===== src/rtl/alu8_flags.sv =====
module alu8_flags (
  input  logic       clk,
  input  logic       rst_n,
  input  logic       op_valid,
  input  logic [3:0] op,
  input  logic [7:0] a,
  input  logic [7:0] b,
  input  logic       carry_in,
  output logic [7:0] result,
  output logic       res_we,
  output logic [7:0] status
);
  localparam logic [3:0] OP_ADD = 4'd0,  OP_ADC = 4'd1,  OP_SUB = 4'd2,  OP_SBC = 4'd3;
  localparam logic [3:0] OP_CMP = 4'd4,  OP_AND = 4'd5,  OP_OR  = 4'd6,  OP_XOR = 4'd7;
  localparam logic [3:0] OP_COM = 4'd8,  OP_NEG = 4'd9,  OP_INC = 4'd10, OP_DEC = 4'd11;
  localparam logic [3:0] OP_FSET = 4'd12, OP_FCLR = 4'd13;

  localparam logic [1:0] M_KEEP = 2'd0, M_UPD = 2'd1, M_CLR = 2'd2, M_SET = 2'd3;

  function automatic logic apply(input logic [1:0] mode, input logic fresh, input logic old);
    case (mode)
      M_UPD:   return fresh;
      M_CLR:   return 1'b0;
      M_SET:   return 1'b1;
      default: return old;
    endcase
  endfunction

  logic [7:0] x, y;
  logic       ci;
  logic [8:0] sum9, dif9;

  assign x    = (op == OP_NEG) ? 8'h00 : a;
  assign y    = (op == OP_NEG) ? a : b;
  assign ci   = (op == OP_ADC || op == OP_SBC) ? carry_in : 1'b0;
  assign sum9 = {1'b0, x} + {1'b0, y} + {8'b0, ci};
  assign dif9 = {1'b0, x} - {1'b0, y} - {8'b0, ci};

  logic [7:0] r;
  logic       wr, rc, rh, rv;
  logic [1:0] mc, mh, mv, mnz;

  always_comb begin
    r = result; wr = 1'b0;
    rc = 1'b0; rh = 1'b0; rv = 1'b0;
    mc = M_KEEP; mh = M_KEEP; mv = M_KEEP; mnz = M_KEEP;
    case (op)
      OP_ADD, OP_ADC: begin
        r = sum9[7:0]; wr = 1'b1;
        mc = M_UPD; mh = M_UPD; mv = M_UPD; mnz = M_UPD;
        rc = sum9[8];
        rh = (x[3] & y[3]) | (y[3] & ~r[3]) | (~r[3] & x[3]);
        rv = (x[7] == y[7]) && (r[7] != x[7]);
      end
      OP_SUB, OP_SBC, OP_CMP, OP_NEG: begin
        r = dif9[7:0]; wr = (op != OP_CMP);
        mc = M_UPD; mh = M_UPD; mv = M_UPD; mnz = M_UPD;
        rc = dif9[8];
        rh = (~x[3] & y[3]) | (y[3] & r[3]) | (r[3] & ~x[3]);
        rv = (x[7] != y[7]) && (r[7] != x[7]);
      end
      OP_AND: begin r = a & b; wr = 1'b1; mv = M_CLR; mnz = M_UPD; end
      OP_OR:  begin r = a | b; wr = 1'b1; mv = M_CLR; mnz = M_UPD; end
      OP_XOR: begin r = a ^ b; wr = 1'b1; mv = M_CLR; mnz = M_UPD; end
      OP_COM: begin r = ~a; wr = 1'b1; mc = M_SET; mv = M_CLR; mnz = M_UPD; end
      OP_INC: begin
        r = a + 8'd1; wr = 1'b1; mv = M_UPD; mnz = M_UPD;
        rv = (a == 8'h7F);
      end
      OP_DEC: begin
        r = a - 8'd1; wr = 1'b1; mv = M_UPD; mnz = M_UPD;
        rv = (a == 8'h80);
      end
      default: ;
    endcase
  end

  logic nc, nh, nv, nn, nz, ns;
  assign nc = apply(mc, rc, status[0]);
  assign nh = apply(mh, rh, status[5]);
  assign nv = apply(mv, rv, status[3]);
  assign nn = apply(mnz, r[7], status[2]);
  assign nz = apply(mnz, (r == 8'h00), status[1]);
  assign ns = (mnz == M_UPD) ? (nn ^ nv) : status[4];

  logic [7:0] alu_next, flag_next;
  assign alu_next = {status[7:6], nh, ns, nv, nn, nz, nc};

  always_comb begin
    flag_next = status;
    flag_next[b[2:0]] = (op == OP_FSET);
  end

  always_ff @(posedge clk) begin
    if (!rst_n) begin
      status <= 8'h00;
      result <= 8'h00;
      res_we <= 1'b0;
    end else begin
      res_we <= 1'b0;
      if (op_valid) begin
        if (op <= OP_DEC) begin
          status <= alu_next;
          res_we <= wr;
          if (wr) result <= r;
        end else if (op == OP_FSET || op == OP_FCLR) begin
          status <= flag_next;
        end
      end
    end
  end

  p_sign_r4: assert property (@(posedge clk) disable iff (!rst_n)
    (op_valid && op <= OP_DEC) |=> status[4] == (status[2] ^ status[3]));

  p_zero_r5: assert property (@(posedge clk) disable iff (!rst_n)
    res_we |-> status[1] == (result == 8'h00));

  p_logic_flags_r6: assert property (@(posedge clk) disable iff (!rst_n)
    (op_valid && (op == OP_AND || op == OP_OR || op == OP_XOR))
      |=> !status[3] && status[0] == $past(status[0]) && status[5] == $past(status[5]));

  p_cmp_no_write_r9: assert property (@(posedge clk) disable iff (!rst_n)
    (op_valid && op == OP_CMP) |=> !res_we && $stable(result));

  p_flag_set_r10: assert property (@(posedge clk) disable iff (!rst_n)
    (op_valid && op == OP_FSET) |=> status[$past(b[2:0])] && !res_we);

  p_flag_clr_r10: assert property (@(posedge clk) disable iff (!rst_n)
    (op_valid && op == OP_FCLR) |=> !status[$past(b[2:0])] && !res_we);

  p_it_kept_r11: assert property (@(posedge clk) disable iff (!rst_n)
    (op_valid && op <= OP_DEC) |=> status[7:6] == $past(status[7:6]));

  p_idle_r11: assert property (@(posedge clk) disable iff (!rst_n)
    !op_valid |=> $stable(status) && $stable(result) && !res_we);
endmodule


===== config.mk =====
export PLATFORM = sky130hd
export DESIGN_NAME = alu8_flags
export DESIGN_NICKNAME = d
export VERILOG_FILES = /design/src/rtl/alu8_flags.sv
export SDC_FILE = /design/constraint.sdc
export NUM_CORES = 1
export LEC_CHECK = 0
export ABC_CLOCK_PERIOD_IN_PS = 5100
export BUFFER_PORTS_ARGS = -buffer_cell sky130_fd_sc_hd__buf_2
export CAP_MARGIN = 20
export CORE_MARGIN = 2
export CORE_UTILIZATION = 30
export DETAILED_ROUTE_END_ITERATION = 12
export PLACE_DENSITY_LB_ADDON = 0.1
export SYNTH_ARGS = -nofsm -noshare
export SYNTH_HDL_FRONTEND = slang
export SYNTH_SLANG_ARGS = --single-unit

===== constraint.sdc =====
create_clock -name clk -period 5.1 [get_ports clk]
set_input_delay 1.02 -clock clk [delete_from_list [all_inputs] [get_ports clk]]
set_output_delay 1.02 -clock clk [all_outputs]
set_load 0.03 [all_outputs]

**Word level (Yosys, flattened, before mapping)**

Cells that the tools add are included.

- Add/subtract/negate cells: 6
- Muxes and demuxes: 23
- Bitwise gates (word level): 18
- Reduce and logical (&&, ||, !) cells: 23
- Order comparisons: 3
- Equality and inequality tests: 36

Operator list:

| operator | count |
|---|---|
| one-hot mux 8 bit (8 select lines) | 1 |
| equality test 4 bit (second input constant) | 6 |
| AND reduction 3 bit | 7 |
| equality test 2 bit (second input constant) | 8 |
| equality test 4 x 3 -> 1 bit (second input constant) | 4 |
| two-way mux 8 bit | 2 |
| OR reduction 8 bit | 2 |
| one-hot mux 1 bit (3 select lines) | 5 |
| two-way mux 6 bit | 2 |
| OR reduction 12 bit | 1 |
| adder 8 x 8 -> 9 bit | 1 |
| adder 9 x 1 -> 9 bit | 1 |
| subtractor 8 x 8 -> 9 bit | 1 |
| subtractor 9 x 1 -> 9 bit | 1 |
| adder 8 x 1 -> 8 bit (second input constant) | 1 |
| AND 8 bit | 1 |
| bitwise mux 8 bit | 1 |
| equality test 2 x 1 -> 1 bit (second input constant) | 4 |
| equality test 4 x 2 -> 1 bit (second input constant) | 2 |
| equality test 8 x 7 -> 1 bit (second input constant) | 1 |
| equality test 8 bit (second input constant) | 1 |
| zero test 8 bit | 1 |
| inequality test 4 x 1 -> 1 bit (second input constant) | 2 |
| inverter 8 bit | 1 |
| 29 further kinds | 52 |

- Output and inout port bits: 17
- Input port bits: 24
- Logic and storage cells: 117
- Bits in registers: 17

**Depth between registers and ports, before layout**

Gate-level depths: netlist (run 1).

- Depth after elaboration: 11
- Gate-level depth with buffers: 18
- Mapped depth without buffers: 15

**Worst setup path before layout (run 1)**

No wires, ideal clock.

- Path kind: input -> register
- Start point: input op[2]
- End point: register status[1]
- Required time: 5.004 ns
- Path slack: 0.350 ns
- Arrival: 4.654 ns
- Buffers on the path: 4
- Cell stages on the path: 17
- Path through: buf_2 > buf_2 > buf_2 > nor4bb_1 > clkbuf_1 > o21ai_0 > ha_1 > nand2b_1 > o31ai_1 > fa_1 > nor2_1 > a311oi_1 > nor3_1 > a311oi_1 > nand3_1 > a2111o_1 > o41ai_2

- Cells in the longest elaborated chain, start to end: 8

Ends and longest elaborated chain:

| element | RTL line | RTL |
|---|---|---|
| start: declaration | 5 | `input logic [3:0] op,` |
| equality test 4 bit (tied with other cells) | 33, 34, 47 |  |
| two-way mux 8 bit (tied with other cells) | 33 | `assign x = (op == OP_NEG) ? 8'h00 : a;` |
| subtractor 8 x 8 -> 9 bit (tied with other cells) | 37 | `assign dif9 = {1'b0, x} - {1'b0, y} - {8'b0, ci};` |
| subtractor 9 x 1 -> 9 bit or adder 9 x 1 -> 9 bit (tied branches) | 37, 36 |  |
| one-hot mux 8 bit (8 select lines) | 47 | `case (op)` |
| zero test 8 bit | 83 | `assign nz = apply(mnz, (r == 8'h00), status[1]);` |
| one-hot mux 1 bit (3 select lines) | 21 | `case (mode)` |
| two-way mux 6 bit | 102 | `if (op <= OP_DEC) begin` |
| end signal: assignment | 103 | `status <= alu_next;` |
| end signal: assignment | 107 | `status <= flag_next;` |
| end: declaration | 11 | `output logic [7:0] status` |

Parallel ways exist; a longest one is shown, timed or not. The select of a mux whose other input is x is not followed.
A chain may end at the register's enable or synchronous reset.

**Worst setup path in the final report (run 1)**

- Start point: input op[3]
- End point: register status[1]

Same word-level chain as after synthesis.

==> results.yml, run 1 <==
pwr:
  irDropWorstVdd_v: 0.0001111
  p_per_area_nw_per_um2: 173.3
  power.total_mw: 0.6313
  p_leak_nw: 1.698
synth:
  synth_edf_count: 0
  yosysWarnings: 0
  yosysSeqAreaShare_pct: 10.51
  ys_types: 75
  synthFlopType: "dfxtp_1"
  syn_area_um2: 3237
  syn_area_per_cell_um2: 7.340
  syn_nets: 513
  synthArstFlopShare_pct: 0
  syn_inst: 441
  ys_ff_latch: 17
floorplanning:
  core_um2: 10420
  dieArea_um2: 11640
  start_util_pct: 31.08
  std_cell_rows: 37
  die_y_um: 107.9
  io_pins: 41
  chipWidth_um: 107.9
grt:
  grt_overflow: 0
  grt_start_max_net_pins: 33
  grt_first_pass_wirelength_um: 17110
  grt_pass1_vias: 3158
  antenna_found_initial: 0
  gr-usage-all-layers_pct: 18.98
cells_and_area:
  drive_gt1_share_pct: 15.72
  fillCellCount: 1166
  area_growth_pct: 12.52
  design_area_um2: 3642
  final_nets: 550
  final_cell_count_no_fill: 613
  final_core_util_pct: 34.97
  n_antenna_cell: 0
timing:
  finalHoldViolCount: 0
  fmax_mhz: 223.7
  holdWs_ns: 0.4984
  period_minus_slack_ns: 4.471
  finalMaxSlewViolations: 0
  finalWorstSetupSlack_ns: 0.6292
  worst_pin_slew_ns: 0.6428
  setup_viol: 0
  post-route-period-util_pct: 87.66
  clock_skew_ns: 0.001427
  slew_headroom_pct: 56.69
  rsz0062_at_grt: "false"
  fin_setup_tns_ns: 0
run:
  maxCapViolCount: 0
drt:
  via_per_inst: 5.427
  wirelength_um: 10800
  drt_iter0_drc: 161
  first_pass_iters: 5
  drc: 0
  drtAntennaViolNets: 0
  via_count: 3327
  wl_per_cell_um: 17.61
setup_path:
  cp-end-kind: "flop"
  required_ns: 5.27
  path_max_fanout: 15
  crit_path_start_kind: "input pin"
  crit_type: "input pin to flop"
  crit_arrival_ns: 4.64
clock_tree:
  cts_root_buffer: "clkbuf_8"
  cts.path.max_buffers: 2
  cts.sinks: 17
  cts_setup_buffers: 0
  cts-buffers-inserted: 3
  postCtsHoldBufs: 0
  tritoncts: "built"
  clkTransAtPathRegs_ns: 0.07
  htreeDepth: 1
  cts.repair.resized: 0
  clk_latency_ns: 0.26
placement:
  dpl.hpwl_um: 8791
  placed_area_um2: 3596
  portBuffers: 40
  placed_cells: 609
  post-place-ws_ns: 0.3556
  gp_congestion: 0.8370
min_path:
  worst_hold_path_type: "flop to flop"
status:
  outcome: "finished clean"
[state kept, by name, summed over array words and instances, names as in the netlist]
name / cells
res_we: 1
result: 8
status: 8
[worst max-delay path, stage by stage]
cell	delay, ns
buf_2	0.15
nand4bb_1	0.15
buf_4	0.24
a21o_1	0.19
inv_1	0.07
fa_1	0.47
nor2b_1	0.20
o31ai_1	0.11
fa_1	0.48
nor2_1	0.04
a311oi_1	0.25
nor3_1	0.08
a311oi_1	0.32
nand3_1	0.13
a2111o_1	0.45
o41ai_2	0.29
[Yosys cell counts (all sizes together) (5+ instances only)]
| master | n | share of area (%) |
|---|---|---|
| a211oi | 15 | 3.5 |
| a21oi | 18 | 2.8 |
| a221oi | 5 | 1.4 |
| a311oi | 5 | 1.9 |
| and2 | 5 | 0.97 |
| and3 | 5 | 0.97 |
| buf | 16 | 3.0 |
| clkbuf | 7 | 0.81 |
| dfxtp | 17 | 11 |
| fa | 6 | 3.7 |
| ha | 42 | 16 |
| inv | 48 | 5.6 |
| mux2i | 7 | 2.2 |
| nand2 | 31 | 3.6 |
| nand2b | 13 | 2.5 |
| nor2 | 44 | 5.1 |
| nor2b | 7 | 1.4 |
| nor3 | 16 | 2.5 |
| o21ai | 30 | 4.6 |
| o31ai | 5 | 1.2 |
| or3 | 5 | 1.1 |
| xnor2 | 5 | 1.4 |
[logic make-up after synthesis]
kind of cell	share of synthesized area [%]
AO/OA/AOI/OAI	28.76
XOR/XNOR	2.435
adder cells (fa/ha/maj)	19.95
buffers and inverters	9.393
flip-flops	10.51
multiplexers	2.860
AND/OR/NAND/NOR	26.09
[final timing paths]
check,from,end,slack (ns),cells after the start
setup / recovery,op[3],status[1],0.63,16
hold / removal,result[2],result[2],0.50,2
setup reg to reg,status[1],status[1],3.45,5
hold reg to reg,result[2],result[2],0.50,2
[where the power goes]
part	switching [mW]	leakage (nW)	internal [mW]
combinational	0.231	1.53	0.147
sequential	0.00585	0.140	0.143
clock	0.0507	0.0255	0.0543
[final cells by class]
cell class	instances	area, um2	share of cell area [%]
clock buffers	3	41.29	1.134
clock inverters	1	5.005	0.1374
inverters	48	180.2	4.947
multi-input cells	353	2592	71.18
flip-flops and latches	17	340.3	9.344
well taps	136	170.2	4.672
repair buffers	55	312.8	8.588
[routing by layer]
metal | vias up | GRT usage (%) | share of wire [%]
met4 | 0 | 1.282 | 0.57
li1 | 1670 | - | -
met2 | 75 | 30.37 | 45
met3 | 4 | 2.542 | 4.7
met1 | 1578 | 28.16 | 50
met5 | - | 0 | 0
[cell usage in the layout, fill, tap and decap left out, types with 7 or more instances in the layout]
cell type / n
a21oi_1: 18
nand2b_1: 13
nor3_1: 16
nand2_1: 31
inv_1: 47
dfxtp_1: 17
buf_2: 40
mux2i_1: 7
ha_1: 42
o21ai_0: 30
buf_4: 15
nor2b_1: 7
nor2_1: 44
a211oi_1: 15
Note: power is estimated with default switching activity, not from simulation.
==> inputs of run 2 (changes only) <==
--- a/config.mk
+++ b/config.mk
@@ -11,6 +11,7 @@
 export CORE_MARGIN = 2
 export CORE_UTILIZATION = 30
 export DETAILED_ROUTE_END_ITERATION = 12
+export GPL_ROUTABILITY_DRIVEN = 0
 export PLACE_DENSITY_LB_ADDON = 0.1
 export SYNTH_ARGS = -nofsm -noshare
 export SYNTH_HDL_FRONTEND = slang
==> constraint.sdc (replaced) <==
create_clock -name clk -period 5.1 [get_ports clk]
set_input_delay 0 -clock clk [delete_from_list [all_inputs] [get_ports clk]]
set_output_delay 0 -clock clk [all_outputs]
set_load 0.03 [all_outputs]
==> run 2 against run 1 <==
Net effect:
- die area is the same
- via count fell by 2.3%
- flip-flop and latch count unchanged
- wire length grew 0.43%
- setup slack improved by 0.55 ns
==> results.yml, run 2 (synthesis results as in run 1) <==
status:
  outcome: "finished clean"
placement:
  post-place-ws_ns: 0.9414
  portBuffers: 40
  dpl.hpwl_um: 8864
timing:
  holdWs_ns: 0.01920
  fin_setup_tns_ns: 0
  clock_skew_ns: 0.009328
  post-route-period-util_pct: 76.86
  finalHoldViolCount: 0
  finalWorstSetupSlack_ns: 1.180
  slew_headroom_pct: 60.28
  finalMaxSlewViolations: 0
  period_minus_slack_ns: 3.920
  fmax_mhz: 255.1
  rsz0062_at_grt: "false"
  worst_pin_slew_ns: 0.5878
  setup_viol: 0
pwr:
  intPower_mw: 0.3376
  p_per_area_nw_per_um2: 174.2
  switching_share_pct: 45.79
  p_leak_nw: 1.655
  irDropWorstVdd_v: 0.00009034
  p_comb_share_pct: 59.7
  switching_power_mw: 0.2852
  pwr-share-seq_pct: 23.9
  clock_power_share_pct: 16.4
setup_path:
  crit_path_start_kind: "input pin"
  critPathLaunch: "op[1]"
  timing.rr.start: "result[1]"
  reg2reg_depth: 5
  cp_cell_sequence: "buf_2 -> nand4bb_1 -> buf_4 -> a21o_1 -> inv_1 -> fa_1 -> nor2b_1 -> o31ai_1 -> fa_1 -> nor2_1 -> a311oi_1 -> nor3_1 -> a311oi_1 -> nand3_1 -> a2111o_1 -> o41ai_2"
  reg2reg_to: "status[1]"
  path_delay_family: "compound AO/OA/AOI/OAI gates"
  required_ns: 5.27
  crit_type: "input pin to flop"
  cp-end-kind: "flop"
  r2r_setup_slack_ns: 3.44
  critPathSlowestCell: "fa_1"
  crit_path_max_incr_delay_ns: 0.49
  path_max_fanout: 20
  crit_arrival_ns: 4.09
  crit_buf_inv: 3
min_path:
  worst_hold_path_type: "input pin to flop"
  min_path_cells: 3
  hp-start: "rst_n"
  holdPathEnd: "status[1]"
floorplanning:
  core_um2: 10420
  std_cell_rows: 37
  dieArea_um2: 11640
  chipWidth_um: 107.9
  die_y_um: 107.9
  start_util_pct: 31.08
  io_pins: 41
drt:
  wl_per_cell_um: 17.95
  via_count: 3252
  drt_iter0_drc: 117
  first_pass_iters: 4
  drtAntennaViolNets: 0
  wirelength_um: 10840
  via_per_inst: 5.384
  drc: 0
grt:
  gr-usage-all-layers_pct: 19.61
  grt_overflow: 0
  grt_first_pass_wirelength_um: 17730
  antenna_found_initial: 0
  grt_pass1_vias: 3182
  grt_start_max_net_pins: 31
run:
  maxCapViolCount: 0
clock_tree:
  postCtsHoldBufs: 0
  cts_root_buffer: "clkbuf_8"
  cts.repair.resized: 0
  htreeDepth: 1
  clk_latency_ns: 0.26
  cts.path.max_buffers: 2
  clkTransAtPathRegs_ns: 0.07
  tritoncts: "built"
  cts-buffers-inserted: 3
  cts_setup_buffers: 0
  cts.sinks: 17
cells_and_area:
  final_cell_mix: "inv_1 (47), nor2_1 (44), ha_1 (42)"
  reg_top3: "result x8, status x8, res_we x1"
  n_antenna_cell: 0
  drive_gt1_share_pct: 14.10
  final_nets: 541
  area_growth_pct: 10.44
  final_common_cell: "inv_1"
[run 2: cell count changes in the layout (fill, tap and decap cells not counted)]
cell	before	now
buf_4	15	6
[run 2: final cells by class]
cell class	instances	area, um2
Inverter	48	180.2
Timing Repair Buffer	46	245.2
Clock inverter	1	5.005
Sequential cell	17	340.3
Multi-Input combinational cell	353	2592
Fill cell	1150	6842
Tap cell	136	170.2
Clock buffer	3	41.29
[run 2: layer usage]
metal	track usage [%]	share of wire [%]	vias up
met5	0	0	-
met4	3.571	1.5	0
met3	2.058	3.7	10
met1	28.52	50	1517
li1	-	-	1651
met2	31.40	45	74
[run 2: stage by stage]
step | power (mW) | util, % | area [um2] | cells
after floorplan | 0.4170 | - | 3237 | 441
after global placement | 0.5233 | 33.87 | 3528 | 600
after detailed placement | 0.5220 | 33.87 | 3528 | 600
after CTS | 0.6253 | 34.32 | 3575 | 604
after global routing | 0.6783 | 34.32 | 3575 | 604
final | 0.6228 | 34.32 | 3575 | 604
[run 2: worst max path at each step]
stage	end	cells past startpoint	slack, ns
after global placement	status[1]	15	0.99
final	status[1]	16	1.18
after global routing	status[1]	16	0.86
after CTS	status[1]	16	1.21
after floorplan	status[1]	17	1.37
after detailed placement	status[1]	16	0.94
[run 2: tightest hold or removal path: stages]
cell	delay (ns)
buf_2	0.13
nand2_1	0.07
o41ai_2	0.04
[run 2: power groups by stage]
stage	clock network (mW)	logic, mW	registers, mW
after floorplan	0	0.247	0.170
after global placement	0	0.372	0.152
after detailed placement	0	0.370	0.152
after CTS	0.104	0.372	0.149
after global routing	0.111	0.418	0.150
final	0.102	0.372	0.149
==> inputs of run 3 (changes only) <==
--- a/config.mk
+++ b/config.mk
@@ -5,7 +5,7 @@
 export SDC_FILE = /design/constraint.sdc
 export NUM_CORES = 1
 export LEC_CHECK = 0
-export ABC_CLOCK_PERIOD_IN_PS = 5100
+export ABC_CLOCK_PERIOD_IN_PS = 3200
 export BUFFER_PORTS_ARGS = -buffer_cell sky130_fd_sc_hd__buf_2
 export CAP_MARGIN = 20
 export CORE_MARGIN = 2
==> constraint.sdc (replaced) <==
create_clock -name clk -period 3.2 [get_ports clk]
set_input_delay 0 -clock clk [delete_from_list [all_inputs] [get_ports clk]]
set_output_delay 0 -clock clk [all_outputs]
set_load 0.03 [all_outputs]
==> run 3 against run 2 <==
Net effect:
- hold slack gained 0.010 ns
- first-iteration DRC count grew 39%
- global-route usage grew 0.65 points
- non-clock buffer count grew 73
- die area is the same
- critical path depth grew 1
- clock power grew 59%
- flip-flop and latch count is the same
- register-to-register slack lost 2.0 ns
- largest power group unchanged
==> results.yml, run 3 (synthesis results as in run 1) <==
status:
  outcome: "finished clean"
placement:
  portBuffers: 40
  placed_cells: 667
  dpl.hpwl_um: 9560
  post-place-ws_ns: -0.1895
run:
  maxCapViolCount: 0
setup_path:
  crit_arrival_ns: 3.31
  timing.rr.start: "result[1]"
  critPathSlowestCell: "fa_1"
  crit_path_start_kind: "input pin"
  cp_cell_sequence: "buf_2 -> buf_6 -> nor4bb_4 -> buf_6 -> nand2_1 -> o21ai_2 -> ha_1 -> nand2b_1 -> o31ai_1 -> fa_1 -> nor2_1 -> a311oi_1 -> nor3_1 -> a311oi_1 -> nand3_1 -> a2111o_1 -> o41ai_2"
  crit_path_max_incr_delay_ns: 0.49
  required_ns: 3.36
  path_max_fanout: 6
  critPathLaunch: "op[2]"
  cp-end-kind: "flop"
  crit_type: "input pin to flop"
timing:
  fmax_mhz: 317.9
  worst_pin_slew_ns: 0.9022
  holdWs_ns: 0.02949
  finalMaxSlewViolations: 0
  rsz0062_at_grt: "true"
  clock_skew_ns: 0.0003646
  fin_setup_tns_ns: 0
  post-route-period-util_pct: 98.29
  period_minus_slack_ns: 3.145
  slew_headroom_pct: 39.85
  setup_viol: 0
  finalWorstSetupSlack_ns: 0.05481
  finalHoldViolCount: 0
cells_and_area:
  final_cell_mix: "buf_4 (76), inv_1 (46), nor2_1 (43)"
  final_cell_count_no_fill: 677
  reg_top3: "result x8, status x8, res_we x1"
  final_nets: 614
  drive_gt1_share_pct: 29.39
  n_antenna_cell: 0
  area_growth_pct: 31.35
  final_common_cell: "buf_4"
clock_tree:
  tritoncts: "built"
  cts-buffers-inserted: 3
  postCtsHoldBufs: 0
  cts.sinks: 17
  clk_latency_ns: 0.25
  cts_root_buffer: "clkbuf_8"
  clkTransAtPathRegs_ns: 0.07
  cts.path.max_buffers: 2
  htreeDepth: 1
grt:
  grt_overflow: 0
  grt_pass1_vias: 3542
  antenna_found_initial: 0
  grt_start_max_net_pins: 32
  gr-usage-all-layers_pct: 20.27
  grt_first_pass_wirelength_um: 18410
pwr:
  p_comb_share_pct: 65.5
  clock_power_share_pct: 14.0
  switching_power_mw: 0.4954
  irDropWorstVdd_v: 0.0001536
  intPower_mw: 0.6585
  switching_share_pct: 42.93
  p_per_area_nw_per_um2: 271.4
  power.total_mw: 1.154
  p_leak_nw: 2.033
  pwr-share-seq_pct: 20.5
floorplanning:
  chipWidth_um: 107.9
  std_cell_rows: 37
  core_um2: 10420
  start_util_pct: 31.08
  die_y_um: 107.9
  dieArea_um2: 11640
  io_pins: 41
drt:
  first_pass_iters: 7
  maxUsedRoutingLayer: "met4"
  wl_met1_um: 5586
  via_count: 3569
  drc: 0
  wirelength_um: 11540
  met2_length_um: 5111
  wl_met3_um: 577
  wl_per_cell_um: 17.05
  drt_iter0_drc: 163
  drtAntennaViolNets: 0
  via_per_inst: 5.272
min_path:
  worst_hold_path_type: "input pin to flop"
  hp-start: "rst_n"
[run 3: timing repair]
item                                    in CTS  in global routing
setup buffers                                0                 10
endpoints found under the setup margin       0                  4
resized for setup                            0                 24
hold endpoints to repair                     0                  0
[run 3: power groups by stage]
| stage | logic (mW) | clock network (mW) | registers, mW |
|---|---|---|---|
| 6_report | 0.755 | 0.162 | 0.237 |
| 5_1_grt | 0.833 | 0.182 | 0.238 |
| 4_1_cts | 0.712 | 0.166 | 0.237 |
| 3_5_place_dp | 0.709 | 0 | 0.242 |
| 3_3_place_gp | 0.710 | 0 | 0.241 |
| 2_1_floorplan | 0.401 | 0 | 0.271 |
[run 3: final timing paths]
kind	depth (start not counted)	endpoint	slack, ns
setup / recovery	17	status[1]	0.05
hold / removal	3	status[1]	0.03
setup reg to reg	5	status[1]	1.44
hold reg to reg	2	status[6]	0.50
[run 3: worst max-delay path: cells and delay by family]
family | cells | cell delay, ns
and+or+nand+nor | 6 | 0.71
buffers and inverters | 3 | 0.40
adders and majority gates | 2 | 0.76
AOI/OAI and AO/OA | 6 | 1.42
[run 3: layout make-up]
type	count	area [um2]
well taps	136	170.2
fillers	1119	6165
clock buffers	3	41.29
clock inverters	1	5.005
repair buffers	119	813.3
flip-flops and latches	17	340.3
multi-input cells	353	2701
inverters	48	180.2
[run 3: through the flow]
stage / area (um2) / util, %
finish: 4252 / 40.82
global route: 4252 / 40.82
CTS: 4093 / 39.29
detailed placement: 4046 / 38.85
global placement: 4046 / 38.85
floorplan: 3283 / -
[run 3: layer usage]
metal  track usage (%)  vias up
li1                  -     1804
met1             29.24     1656
met4             4.579        0
met3             2.300       18
met2             32.17       91
met5                 0        -
